File: config.mk
export PLATFORM = sky130hd
export DESIGN_NAME = fwd_hazard_ctrl
export DESIGN_NICKNAME = d
export VERILOG_FILES = /design/src/rtl/fwd_pkg.sv /design/src/rtl/fwd_dest_pick.sv /design/src/rtl/fwd_src_sel.sv /design/src/rtl/fwd_interlock.sv /design/src/rtl/fwd_hazard_ctrl.sv
export SDC_FILE = /design/constraint.sdc
export NUM_CORES = 1
export LEC_CHECK = 0
export ABC_CLOCK_PERIOD_IN_PS = 1550
export BUFFER_PORTS_ARGS = -buffer_cell sky130_fd_sc_hd__buf_2
export CELL_PAD_IN_SITES_DETAIL_PLACEMENT = 0
export CELL_PAD_IN_SITES_GLOBAL_PLACEMENT = 1
export CORE_AREA = 2 2 57 54
export DETAILED_ROUTE_END_ITERATION = 6
export DIE_AREA = 0 0 59 56
export PLACE_DENSITY_LB_ADDON = 0.1
export SLEW_MARGIN = 20
export SYNTH_ARGS = -nofsm -noshare
export SYNTH_HDL_FRONTEND = slang
export SYNTH_HIERARCHICAL = 1
export SYNTH_SLANG_ARGS = --single-unit
File: constraint.sdc
create_clock -name vclk -period 1.55
set_clock_uncertainty 0.05 [all_clocks]
set_input_delay 0.0775 -clock vclk [all_inputs]
set_output_delay 0.0775 -clock vclk [all_outputs]
set_load 0.005 [all_outputs]
File: src/rtl/fwd_pkg.sv
package fwd_pkg;

    typedef enum logic [1:0] {
        SRC_REGFILE = 2'd0,
        SRC_EXMEM   = 2'd1,
        SRC_MEMWB   = 2'd2
    } opnd_src_e;

    localparam int N_PRODUCERS = 3;  // decode/execute, execute/memory, memory/write-back
    localparam int N_OPERANDS  = 2;

endpackage

File: src/rtl/fwd_dest_pick.sv
module fwd_dest_pick #(
    parameter int AW = 5
) (
    input  logic [AW-1:0] rd_fld,
    input  logic [AW-1:0] rt_fld,
    input  logic          uses_rd,
    output logic [AW-1:0] dest
);
    // Register-register ops write rd; immediate ops and loads write rt
    always_comb begin
        dest = uses_rd ? rd_fld : rt_fld;
    end
endmodule

File: src/rtl/fwd_src_sel.sv
module fwd_src_sel
    import fwd_pkg::*;
#(
    parameter int AW = 5
) (
    input  logic [AW-1:0] src,
    input  logic [AW-1:0] exmem_dest,
    input  logic          exmem_wr_en,
    input  logic          exmem_is_load,
    input  logic [AW-1:0] memwb_dest,
    input  logic          memwb_wr_en,
    output opnd_src_e     sel
);
    localparam logic [AW-1:0] ZERO_REG = '0;

    logic hit_exmem;
    logic hit_memwb;

    always_comb begin
        hit_exmem = exmem_wr_en && !exmem_is_load
                    && (exmem_dest != ZERO_REG) && (exmem_dest == src);
        hit_memwb = memwb_wr_en
                    && (memwb_dest != ZERO_REG) && (memwb_dest == src);
        unique case ({hit_exmem, hit_memwb})
            2'b10, 2'b11: sel = SRC_EXMEM;   // younger result wins
            2'b01:        sel = SRC_MEMWB;
            default:      sel = SRC_REGFILE;
        endcase
    end

    always_comb begin
        if (sel == SRC_MEMWB) begin
            p_memwb_hit_needs_write_r2: assert (memwb_wr_en && memwb_dest == src)
                else $error("memwb bypass without a matching write");
        end
        if (src == ZERO_REG) begin
            p_zero_src_regfile_r5: assert (sel == SRC_REGFILE)
                else $error("register 0 was bypassed");
        end
    end
endmodule

File: src/rtl/fwd_interlock.sv
module fwd_interlock #(
    parameter int AW = 5
) (
    input  logic [AW-1:0] idex_dest,
    input  logic          idex_wr_en,
    input  logic          idex_is_load,
    input  logic [AW-1:0] id_rs,
    input  logic [AW-1:0] id_rt,
    output logic          stall
);
    localparam logic [AW-1:0] ZERO_REG = '0;

    logic dep_hit;

    always_comb begin
        dep_hit = (idex_dest == id_rs) || (idex_dest == id_rt);
        stall   = idex_is_load && idex_wr_en && (idex_dest != ZERO_REG) && dep_hit;
    end
endmodule

File: src/rtl/fwd_hazard_ctrl.sv
module fwd_hazard_ctrl
    import fwd_pkg::*;
#(
    parameter int REG_ADDR_W = 5
) (
    input  logic [REG_ADDR_W-1:0] ex_rs,
    input  logic [REG_ADDR_W-1:0] ex_rt,
    input  logic [REG_ADDR_W-1:0] id_rs,
    input  logic [REG_ADDR_W-1:0] id_rt,
    input  logic [REG_ADDR_W-1:0] idex_rd,
    input  logic [REG_ADDR_W-1:0] idex_rt,
    input  logic                  idex_uses_rd,
    input  logic                  idex_wr_en,
    input  logic                  idex_is_load,
    input  logic [REG_ADDR_W-1:0] exmem_rd,
    input  logic [REG_ADDR_W-1:0] exmem_rt,
    input  logic                  exmem_uses_rd,
    input  logic                  exmem_wr_en,
    input  logic                  exmem_is_load,
    input  logic [REG_ADDR_W-1:0] memwb_rd,
    input  logic [REG_ADDR_W-1:0] memwb_rt,
    input  logic                  memwb_uses_rd,
    input  logic                  memwb_wr_en,
    output logic [1:0]            fwd_a_sel,
    output logic [1:0]            fwd_b_sel,
    output logic                  pc_hold,
    output logic                  ifid_hold,
    output logic                  idex_bubble
);
    localparam int AW = REG_ADDR_W;
    localparam int P_IDEX  = 0;
    localparam int P_EXMEM = 1;
    localparam int P_MEMWB = 2;

    logic [AW-1:0] rd_arr  [N_PRODUCERS];
    logic [AW-1:0] rt_arr  [N_PRODUCERS];
    logic          ud_arr  [N_PRODUCERS];
    logic [AW-1:0] dest_arr[N_PRODUCERS];
    logic [AW-1:0] src_arr [N_OPERANDS];
    opnd_src_e     sel_arr [N_OPERANDS];
    logic          stall;

    always_comb begin
        rd_arr[P_IDEX]  = idex_rd;   rt_arr[P_IDEX]  = idex_rt;   ud_arr[P_IDEX]  = idex_uses_rd;
        rd_arr[P_EXMEM] = exmem_rd;  rt_arr[P_EXMEM] = exmem_rt;  ud_arr[P_EXMEM] = exmem_uses_rd;
        rd_arr[P_MEMWB] = memwb_rd;  rt_arr[P_MEMWB] = memwb_rt;  ud_arr[P_MEMWB] = memwb_uses_rd;
        src_arr[0] = ex_rs;
        src_arr[1] = ex_rt;
    end

    for (genvar p = 0; p < N_PRODUCERS; p++) begin : g_dest
        fwd_dest_pick #(.AW(AW)) u_pick (
            .rd_fld  (rd_arr[p]),
            .rt_fld  (rt_arr[p]),
            .uses_rd (ud_arr[p]),
            .dest    (dest_arr[p])
        );
    end

    for (genvar k = 0; k < N_OPERANDS; k++) begin : g_opnd
        fwd_src_sel #(.AW(AW)) u_sel (
            .src           (src_arr[k]),
            .exmem_dest    (dest_arr[P_EXMEM]),
            .exmem_wr_en   (exmem_wr_en),
            .exmem_is_load (exmem_is_load),
            .memwb_dest    (dest_arr[P_MEMWB]),
            .memwb_wr_en   (memwb_wr_en),
            .sel           (sel_arr[k])
        );
    end

    fwd_interlock #(.AW(AW)) u_lock (
        .idex_dest    (dest_arr[P_IDEX]),
        .idex_wr_en   (idex_wr_en),
        .idex_is_load (idex_is_load),
        .id_rs        (id_rs),
        .id_rt        (id_rt),
        .stall        (stall)
    );

    always_comb begin
        fwd_a_sel   = sel_arr[0];
        fwd_b_sel   = sel_arr[1];
        pc_hold     = stall;
        ifid_hold   = stall;
        idex_bubble = stall;
    end

    // Checks on the assembled outputs against the raw port fields
    always_comb begin
        p_sel_a_legal_r4: assert (fwd_a_sel != 2'd3) else $error("illegal select A");
        p_sel_b_legal_r4: assert (fwd_b_sel != 2'd3) else $error("illegal select B");
        if (exmem_is_load) begin
            p_no_load_bypass_r10: assert (fwd_a_sel != 2'd1 && fwd_b_sel != 2'd1)
                else $error("load in execute/memory used as bypass");
        end
        if (pc_hold) begin
            p_stall_needs_load_r7: assert (idex_is_load && idex_wr_en)
                else $error("stall without a writing load in decode/execute");
        end
        if (fwd_a_sel == 2'd1) begin
            p_exmem_hit_a_r1: assert (exmem_wr_en && ex_rs != '0)
                else $error("execute/memory bypass without a write");
        end
    end
endmodule

Yosys cells after proc, flatten, opt, wreduce, memory -nomap -nowiden. Cells that the tools add are included.

Register bits: 0. Bits of input ports: 58. Output and inout port bits: 7. Word-level logic and storage cells: 34.

Eq/ne operators: 12. Mux-type cells: 5. Reductions and logical operators: 17.

Operators by type and width (count): == test 5 bit (6); 2-to-1 mux 5 bit (3); nonzero test 5 bit (3); logical AND 1 bit (10); == test 2 bit (second input constant) (4); case mux 2 bit (2 select lines) (2); == test 2 x 1 -> 1 bit (second input constant) (2); OR reduction 2 bit (2); logical NOT 1 bit (1); logical OR 1 bit (1).

Depth between registers and ports, before layout. Gate-level depths: netlist (run 1).

Depth in word-level cells: 7. Mapped depth: 6. Gate-level depth less buffers: 5.

Modules after synthesis. The synthesis (run 1) kept the hierarchy.

By module, submodules not included: fwd_src_sel (times used 2, cells each 20, area each 151.4 um^2, sequential area each 0.0 um^2); fwd_dest_pick (times used 3, cells each 5, area each 56.3 um^2, sequential area each 0.0 um^2); fwd_interlock (times used 1, cells each 17, area each 132.6 um^2, sequential area each 0.0 um^2); fwd_hazard_ctrl (times used 1, cells each 2, area each 15.0 um^2, sequential area each 0.0 um^2).

Least setup slack after synthesis (run 1). No wires, ideal clock.

Kind: input to output. Start point: input idex_uses_rd. End point: output ifid_hold. Arrival time: 1.313 ns. Required time: 1.422 ns. Setup slack: 0.109 ns. Stages on the path: 5. Path buffers: 1. Cell sequence: mux2_2 or4_1 o211ai_2 a21oi_1 buf_4.

Word-level cells in the longest chain between the ends: 4. Elaborated cells on any way between the ends: 7. Those cells by class: eq/ne (2); mux (1); reduce/logical (4).

Ends and longest elaborated chain: start: declaration (RTL line fwd_hazard_ctrl.sv:12) `input logic idex_uses_rd,`; 2-to-1 mux 5 bit * (RTL line fwd_dest_pick.sv:11) `dest = uses_rd ? rd_fld : rt_fld;`; == test 5 bit / nonzero test 5 bit (equally long branches) (RTL line fwd_interlock.sv:16, fwd_interlock.sv:17); logical OR 1 bit / logical AND 1 bit (equally long branches) (RTL line fwd_interlock.sv:16, fwd_interlock.sv:17); logical AND 1 bit * (RTL line fwd_interlock.sv:17) `stall = idex_is_load && idex_wr_en && (idex_dest != ZERO_REG) && dep_hit;`; end: declaration (RTL line fwd_hazard_ctrl.sv:27) `output logic ifid_hold,`.

Mark *: on every way between the ends. The rest lies on a longest branch, timed or not.

==> impl_metrics.tcl, run 1 <==
set metrics [dict create \
    fp.dieW_um 59 \
    pin_count 65 \
    vias 818 \
    layout.cells.non_filler 173 \
    grt_max_degree 6 \
    ys_types 16 \
    path_delay_family "simple AND/OR/NAND/NOR gates" \
    finalWirelength_um 2250 \
    synth.most_common_cell "xor2_1" \
    synth_fp_nets 132 \
    die_area_um2 3300 \
    finish.utilization 0.433 \
    grt_pass1_vias 820 \
    antenna_found_initial 0 \
    powerDensity_nw_per_um2 288 \
    placed_area_um2 1010 \
    seq_cells 0 \
    hold_viol_final 0 \
    maxSlewViolCount 0 \
    timing.fmax_mhz 649 \
    crit_fanout 5 \
    p_leak_nw 0.580 \
    row_count 18 \
    place_hpwl_um 1850 \
    fin_crit_sh 0.994 \
    multiInputGateArea_um2 701 \
    layout.nets 203 \
    tns_ns 0 \
    grt-ovfl-total 0 \
    slew_headroom 0.808 \
    cpPeakStageDelay_ns 0.37 \
    hold_class "input pin to primary output" \
    synth_top_area_share 0.273 \
    crit_type "input pin to primary output" \
    yosysSeqAreaShare 0 \
    crit_path_end_kind "primary output" \
    start_kind "input pin" \
    antenna_cells 0 \
    fin_ws_ns 0.00896 \
    p_total_mw 0.331 \
    cp.required_ns 1.42 \
    dr.pass1.iters 3 \
    coreArea_um2 2660 \
    drive_above_1_share 0.699 \
    crit_buf_inv 2 \
    syn-instance-count 74 \
    ys_warn_count 6 \
    period_minus_slack_ns 1.54 \
    final-seq-area_um2 0 \
    path_cells "buf_8, mux2_2, xor2_1, nor4_2, o2111ai_2, nor2_1, buf_2" \
    cts_hold_buf 0 \
    setup_viol 0 \
    drc_errors 0 \
    drv_cap 0 \
    synthTopCellsByCount "16 x xor2_1, 15 x mux2_2, 12 x xnor2_1" \
    timing.hold.ws_ns 0.419 \
    vias_per_cell 4.73 \
    grtUsageTotal 0.130 \
    start_util 0.233 \
    drtAntennaViolNets 0 \
    synth.cell_area_um2 619 \
    dr.first_iter.drc_count 21 \
    worstMarginPinSlew_ns 0.287 \
    die_h_um 56 \
    syn_area_per_cell_um2 8.37 \
    yosys-top-cells-area "mux2_2 27%, xor2_1 23%, xnor2_1 17%" \
    num-fill-cells 290 \
    outcome "complete, no violations" \
    io_buffer_count 65 \
    preCtsSetupSlack_ns -0.101 \
    max-vdd-ir-drop_v 0.000107 \
    place_congestion 0.734 \
    yosysTopAreaCell "mux2_2" \
    dp_cells 173 \
    cp.arrival_ns 1.41 \
    wire_per_inst_um 13.0 \
    fin_area_um2 1150 \
    cp_slowest_cell "mux2_2" \
    grt_setup_unrepaired "true" \
    grt_pass1_wl_um 3570 \
    area_growth_pct 85.7 \
    postCtsSetupBuffers 0 \
    clkbuf_count 0 \
]
-- tightest hold or removal path, stage by stage --
cell      delay [ns]
buf_2           0.10
o211ai_2        0.05
a21oi_2         0.04
buf_2           0.12
-- cell families (layout without fill, tap and decap cells) --
| kind of cell | count (synthesis) | in the layout | share of synthesized area |
|---|---|---|---|
| xor+xnor | 28 | 28 | 0.396 |
| mux | 15 | 15 | 0.273 |
| buf+inv | 6 | 75 | 0.0485 |
| compound gates | 8 | 8 | 0.0970 |
| simple gates | 17 | 17 | 0.186 |
-- worst paths after layout --
check / from / end / slack (ns) / cells after the start
setup / recovery: memwb_uses_rd / fwd_b_sel[1] / 0.009 / 7
hold / removal: idex_is_load / pc_hold / 0.42 / 4
-- cells in the final DEF (no fill, tap or decap), types with 3 or more instances in the layout --
cell type | Yosys | routed
buf_4 | 2 | 5
mux2_2 | 15 | 6
buf_2 | 0 | 62
nand3_1 | 4 | 4
mux2_4 | 0 | 9
or4_4 | 0 | 3
inv_1 | 4 | 4
xor2_1 | 16 | 16
xnor2_1 | 12 | 10
-- final cells by class --
type,count,share of cell area
inverter,4,0.0131
multi-input combinational,68,0.609
tap,30,0.0326
timing repair buffer,71,0.345
-- routing by layer --
metal  wire length, um  track usage
met2              1180        0.256
met5                 0            0
met4                 0            0
met3               184      0.00930
met1               885        0.158
-- what timing repair did --
action	in CTS	in global routing
endpoints found under the setup margin	5	7
resized for setup	15	15
pin swaps	5	7
-- report_power, final --
group / leakage, nW / internal, mW / switching [mW] / total (mW)
Combinational: 0.580 / 0.186 / 0.146 / 0.331
Clock: 0 / 0 / 0 / 0
Sequential: 0 / 0 / 0 / 0
Note: power is estimated with default switching activity, not from simulation.
==> inputs of run 2 (changes only) <==
--- a/config.mk
+++ b/config.mk
@@ -5,16 +5,15 @@
 export SDC_FILE = /design/constraint.sdc
 export NUM_CORES = 1
 export LEC_CHECK = 0
-export ABC_CLOCK_PERIOD_IN_PS = 1550
+export ABC_CLOCK_PERIOD_IN_PS = 1800
 export BUFFER_PORTS_ARGS = -buffer_cell sky130_fd_sc_hd__buf_2
 export CELL_PAD_IN_SITES_DETAIL_PLACEMENT = 0
 export CELL_PAD_IN_SITES_GLOBAL_PLACEMENT = 1
-export CORE_AREA = 2 2 57 54
+export CORE_AREA = 2 2 56 53
 export DETAILED_ROUTE_END_ITERATION = 6
-export DIE_AREA = 0 0 59 56
+export DIE_AREA = 0 0 58 55
 export PLACE_DENSITY_LB_ADDON = 0.1
 export SLEW_MARGIN = 20
 export SYNTH_ARGS = -nofsm -noshare
 export SYNTH_HDL_FRONTEND = slang
-export SYNTH_HIERARCHICAL = 1
 export SYNTH_SLANG_ARGS = --single-unit
==> constraint.sdc (replaced) <==
create_clock -name vclk -period 1.8
set_clock_uncertainty 0.05 [all_clocks]
set_input_delay 0.09 -clock vclk [all_inputs]
set_output_delay 0.09 -clock vclk [all_outputs]
set_load 0.005 [all_outputs]
==> impl_metrics.tcl, run 2 <==
set metrics [dict create \
    outcome "complete, no violations" \
    yosys-top-cells-area "xnor2_1 30%, mux2i_1 20%, xor2_1 11%" \
    drtAntennaViolNets 0 \
    start_util 0.246 \
    crit_type "input pin to primary output" \
    fin_area_um2 973 \
    cts_hold_buf 0 \
    vias 770 \
    slew_headroom 0.702 \
    dr.pass1.iters 4 \
    synth.most_common_cell "xnor2_1" \
    powerDensity_nw_per_um2 229 \
    wire_per_inst_um 11.5 \
    grt-ovfl-total 0 \
    area_growth_pct 51.7 \
    ys_warn_count 0 \
    holdPathStages 4 \
    die_h_um 55 \
    swShare 0.452 \
    grt_pass1_vias 665 \
    drive_above_1_share 0.511 \
    clkbuf_count 0 \
    switching_power_mw 0.101 \
    crit_path_end_kind "primary output" \
    num-fill-cells 288 \
    tns_ns 0 \
    syn-instance-count 77 \
    hold_class "input pin to primary output" \
    place_congestion 0.852 \
    grt_max_degree 8 \
    max-vdd-ir-drop_v 0.0000876 \
    period_minus_slack_ns 1.65 \
    path_cells "buf_2, mux2i_2, xnor2_1, or4_1, nor4_2, buf_2" \
    seq_cells 0 \
    synthTopCellsByCount "22 x xnor2_1, 13 x mux2i_1, 8 x xor2_1" \
    cpPeakStageDelay_ns 0.54 \
    synth_fp_nets 135 \
    p_int_mw 0.122 \
    ys_types 22 \
    yosysTopAreaCell "xnor2_1" \
    fp.dieW_um 58 \
    vias_per_cell 4.61 \
    layout.nets 197 \
    row_count 18 \
    final-seq-area_um2 0 \
    grt_setup_unrepaired "false" \
    syn_area_per_cell_um2 8.34 \
    place_hpwl_um 1820 \
    antenna_found_initial 0 \
    grt_pass1_wl_um 2970 \
    yosysSeqAreaShare 0 \
    seqPwrFrac 0 \
    synth_top_area_share 0.300 \
    cp.required_ns 1.66 \
    worstMarginPinSlew_ns 0.442 \
    p_leak_nw 0.464 \
    multiInputGateArea_um2 607 \
    io_buffer_count 65 \
    cp.arrival_ns 1.51 \
    layout.cells.most_common_list "65 x buf_2, 22 x xnor2_1, 12 x mux2i_1" \
    maxSlewViolCount 0 \
    synth.cell_area_um2 642 \
    drc_errors 0 \
    setup_viol 0 \
    fin_crit_sh 0.919 \
    coreArea_um2 2610 \
    hold_viol_final 0 \
    drv_cap 0 \
    layout_commonest_cell "buf_2" \
    grtUsageTotal 0.116 \
    crit_path_frequent_cell "buf_2" \
    antenna_cells 0 \
    power_frac_comb 1.000 \
    pin_count 65 \
    clkPwrFrac 0 \
    finalWirelength_um 1920 \
    cp_slowest_cell "or4_1" \
    crit_fanout 7 \
    die_area_um2 3190 \
    timing.fmax_mhz 605 \
    placed_area_um2 970 \
    dr.first_iter.drc_count 17 \
    start_kind "input pin" \
]
[run 2: layout make-up]
cell class                      count  share of cell area
Tap cell                           30              0.0386
Timing Repair Buffer               65               0.334
Inverter                            1             0.00386
Multi-Input combinational cell     71               0.623
[run 2: path summary, 6_finish.rpt]
check	start	endpoint	slack, ns
min	idex_wr_en	pc_hold	0.47
max	memwb_uses_rd	fwd_b_sel[1]	0.15
[run 2: critical path, delay by kind of cell]
kind                      cells  cell delay, ns
xor gates and xnor gates      1            0.09
buffers and inverters         2            0.34
muxes                         1            0.31
and+or+nand+nor               2            0.68
[run 2: cell families (layout without fill, tap and decap cells)]
group,after synthesis,in the layout,synth area share
XOR/XNOR,30,30,0.409
AND/OR/NAND/NOR,22,22,0.240
multiplexers,15,15,0.246
buffers and inverters,6,66,0.0604
AO/OA/AOI/OAI,4,4,0.0448
[run 2: through the flow]
step	hold slack [ns]	setup slack (ns)	utilization	std cells	power, mW
after floorplan	0.231	0.234	-	77	0.132
after global placement	0.463	0.113	0.371	167	0.224
after detailed placement	0.466	0.101	0.371	167	0.224
after CTS	0.469	0.0893	0.371	167	0.225
after global routing	0.493	0.00693	0.373	167	0.247
final	0.466	0.146	0.373	167	0.223
[run 2: repair_timing]
action | CTS | global route
endpoints found under the setup margin | 0 | 1
resized for setup | 0 | 1
buffers inserted | 0 | 0
[run 2: power groups by stage]
stage	registers (mW)	logic [mW]	clock network [mW]
5_1_grt	0	0.247	0
6_report	0	0.223	0
3_5_place_dp	0	0.224	0
3_3_place_gp	0	0.224	0
4_1_cts	0	0.225	0
2_1_floorplan	0	0.132	0
[run 2: routing by layer]
layer,vias to the layer above,part of all wire,GRT usage
li1,404,-,-
met1,328,0.41,0.150
met2,38,0.47,0.220
met3,0,0.12,0.0163
met4,0,0,0
met5,-,0,0
==> inputs of run 3 (changes only) <==
--- a/config.mk
+++ b/config.mk
@@ -7,12 +7,10 @@
 export LEC_CHECK = 0
 export ABC_CLOCK_PERIOD_IN_PS = 1800
 export BUFFER_PORTS_ARGS = -buffer_cell sky130_fd_sc_hd__buf_2
-export CELL_PAD_IN_SITES_DETAIL_PLACEMENT = 0
-export CELL_PAD_IN_SITES_GLOBAL_PLACEMENT = 1
-export CORE_AREA = 2 2 56 53
+export CORE_AREA = 2 2 45 43
 export DETAILED_ROUTE_END_ITERATION = 6
-export DIE_AREA = 0 0 58 55
-export PLACE_DENSITY_LB_ADDON = 0.1
+export DIE_AREA = 0 0 47 45
+export PLACE_DENSITY = 0.88
 export SLEW_MARGIN = 20
 export SYNTH_ARGS = -nofsm -noshare
 export SYNTH_HDL_FRONTEND = slang
==> impl_metrics.tcl, run 3 (synthesis results as in run 2) <==
set metrics [dict create \
    dr.first_iter.drc_count 3 \
    antenna_found_initial 0 \
    drv_cap 0 \
    hold_class "input pin to primary output" \
    wire_per_inst_um 11.3 \
    maxSlewViolCount 0 \
    crit_fanout 7 \
    layout_commonest_cell "buf_2" \
    die_area_um2 2120 \
    grtUsageTotal 0.171 \
    timing.fmax_mhz 589 \
    finish.utilization 0.599 \
    cp_slowest_cell "mux2i_1" \
    setup_viol 0 \
    crit_path_end_kind "primary output" \
    slew_headroom 0.698 \
    fin_crit_sh 0.943 \
    die_h_um 45 \
    row_count 14 \
    cp.required_ns 1.66 \
    drc_errors 0 \
    finalWirelength_um 1820 \
    drtAntennaViolNets 0 \
    antenna_cells 0 \
    period_minus_slack_ns 1.70 \
    seq_cells 0 \
    layout.cells.most_common_list "65 x buf_2, 22 x xnor2_1, 12 x mux2i_1" \
    area_growth_pct 50.5 \
    place_congestion 0.804 \
    vias 787 \
    crit_type "input pin to primary output" \
    place_hpwl_um 1700 \
    drive_above_1_share 0.511 \
    dr.pass1.iters 2 \
    clkbuf_count 0 \
    path_cells "buf_2, mux2i_1, xnor2_1, nor4_1, and4_1, nor4_2, buf_2" \
    layout.nets 197 \
    grt_max_degree 8 \
    worstMarginPinSlew_ns 0.448 \
    crit_path_frequent_cell "buf_2" \
    grt_setup_unrepaired "false" \
    vias_per_cell 4.89 \
    grt-ovfl-total 0 \
    cp.arrival_ns 1.56 \
    num-fill-cells 134 \
    start_kind "input pin" \
    final-seq-area_um2 0 \
    pin_count 65 \
    fin_ws_ns 0.103 \
    multiInputGateArea_um2 607 \
    preCtsSetupSlack_ns 0.0955 \
    p_leak_nw 0.464 \
    cpPeakStageDelay_ns 0.38 \
    io_buffer_count 65 \
    fp.dieW_um 47 \
    tns_ns 0 \
    grt_pass1_vias 724 \
    hold_viol_final 0 \
    grt_pass1_wl_um 2730 \
    powerDensity_nw_per_um2 232 \
    start_util 0.398 \
    max-vdd-ir-drop_v 0.000137 \
    outcome "complete, no violations" \
    coreArea_um2 1610 \
]
## run 3: final cells by class
class,instances,share of cell area
well taps,24,0.0311
multi-input cells,71,0.628
repair buffers,65,0.337
inverters,1,0.00389
## run 3: final timing paths
check / cells after the start / end / from / slack, ns
setup / recovery: 7 / fwd_a_sel[1] / exmem_uses_rd / 0.10
hold / removal: 4 / pc_hold / idex_wr_en / 0.45
## run 3: worst max-delay path, delay by kind of cell
kind	cells	cell delay, ns
muxes	1	0.38
and+or+nand+nor	3	0.57
xor gates and xnor gates	1	0.17
buffers and inverters	2	0.34
## run 3: per-stage QoR
step	hold WS [ns]	power, mW	area (um^2)	cells
after CTS	0.460	0.224	962	161
after global routing	0.503	0.247	966	161
final	0.454	0.224	966	161
after detailed placement	0.458	0.223	962	161
after floorplan	0.231	0.132	642	77
after global placement	0.462	0.215	962	161
## run 3: where the power goes
part	switching [mW]	internal, mW	leakage, nW
clock network	0	0	0
logic	0.102	0.122	0.464
registers	0	0	0
total	0.102	0.122	0.464
## run 3: layer usage
metal  GRT usage  wire (um)  vias up
li1            -          -      405
met1       0.188        723      320
met2       0.342        846       58
met3      0.0120        219        4
met4      0.0389         29        0
met5           0          0        -
## run 3: timing repair
item / in CTS / in global routing
setup endpoints to repair: 0 / 1
resized for setup: 0 / 1
hold buffers: 0 / 0
buffers inserted: 0 / 0
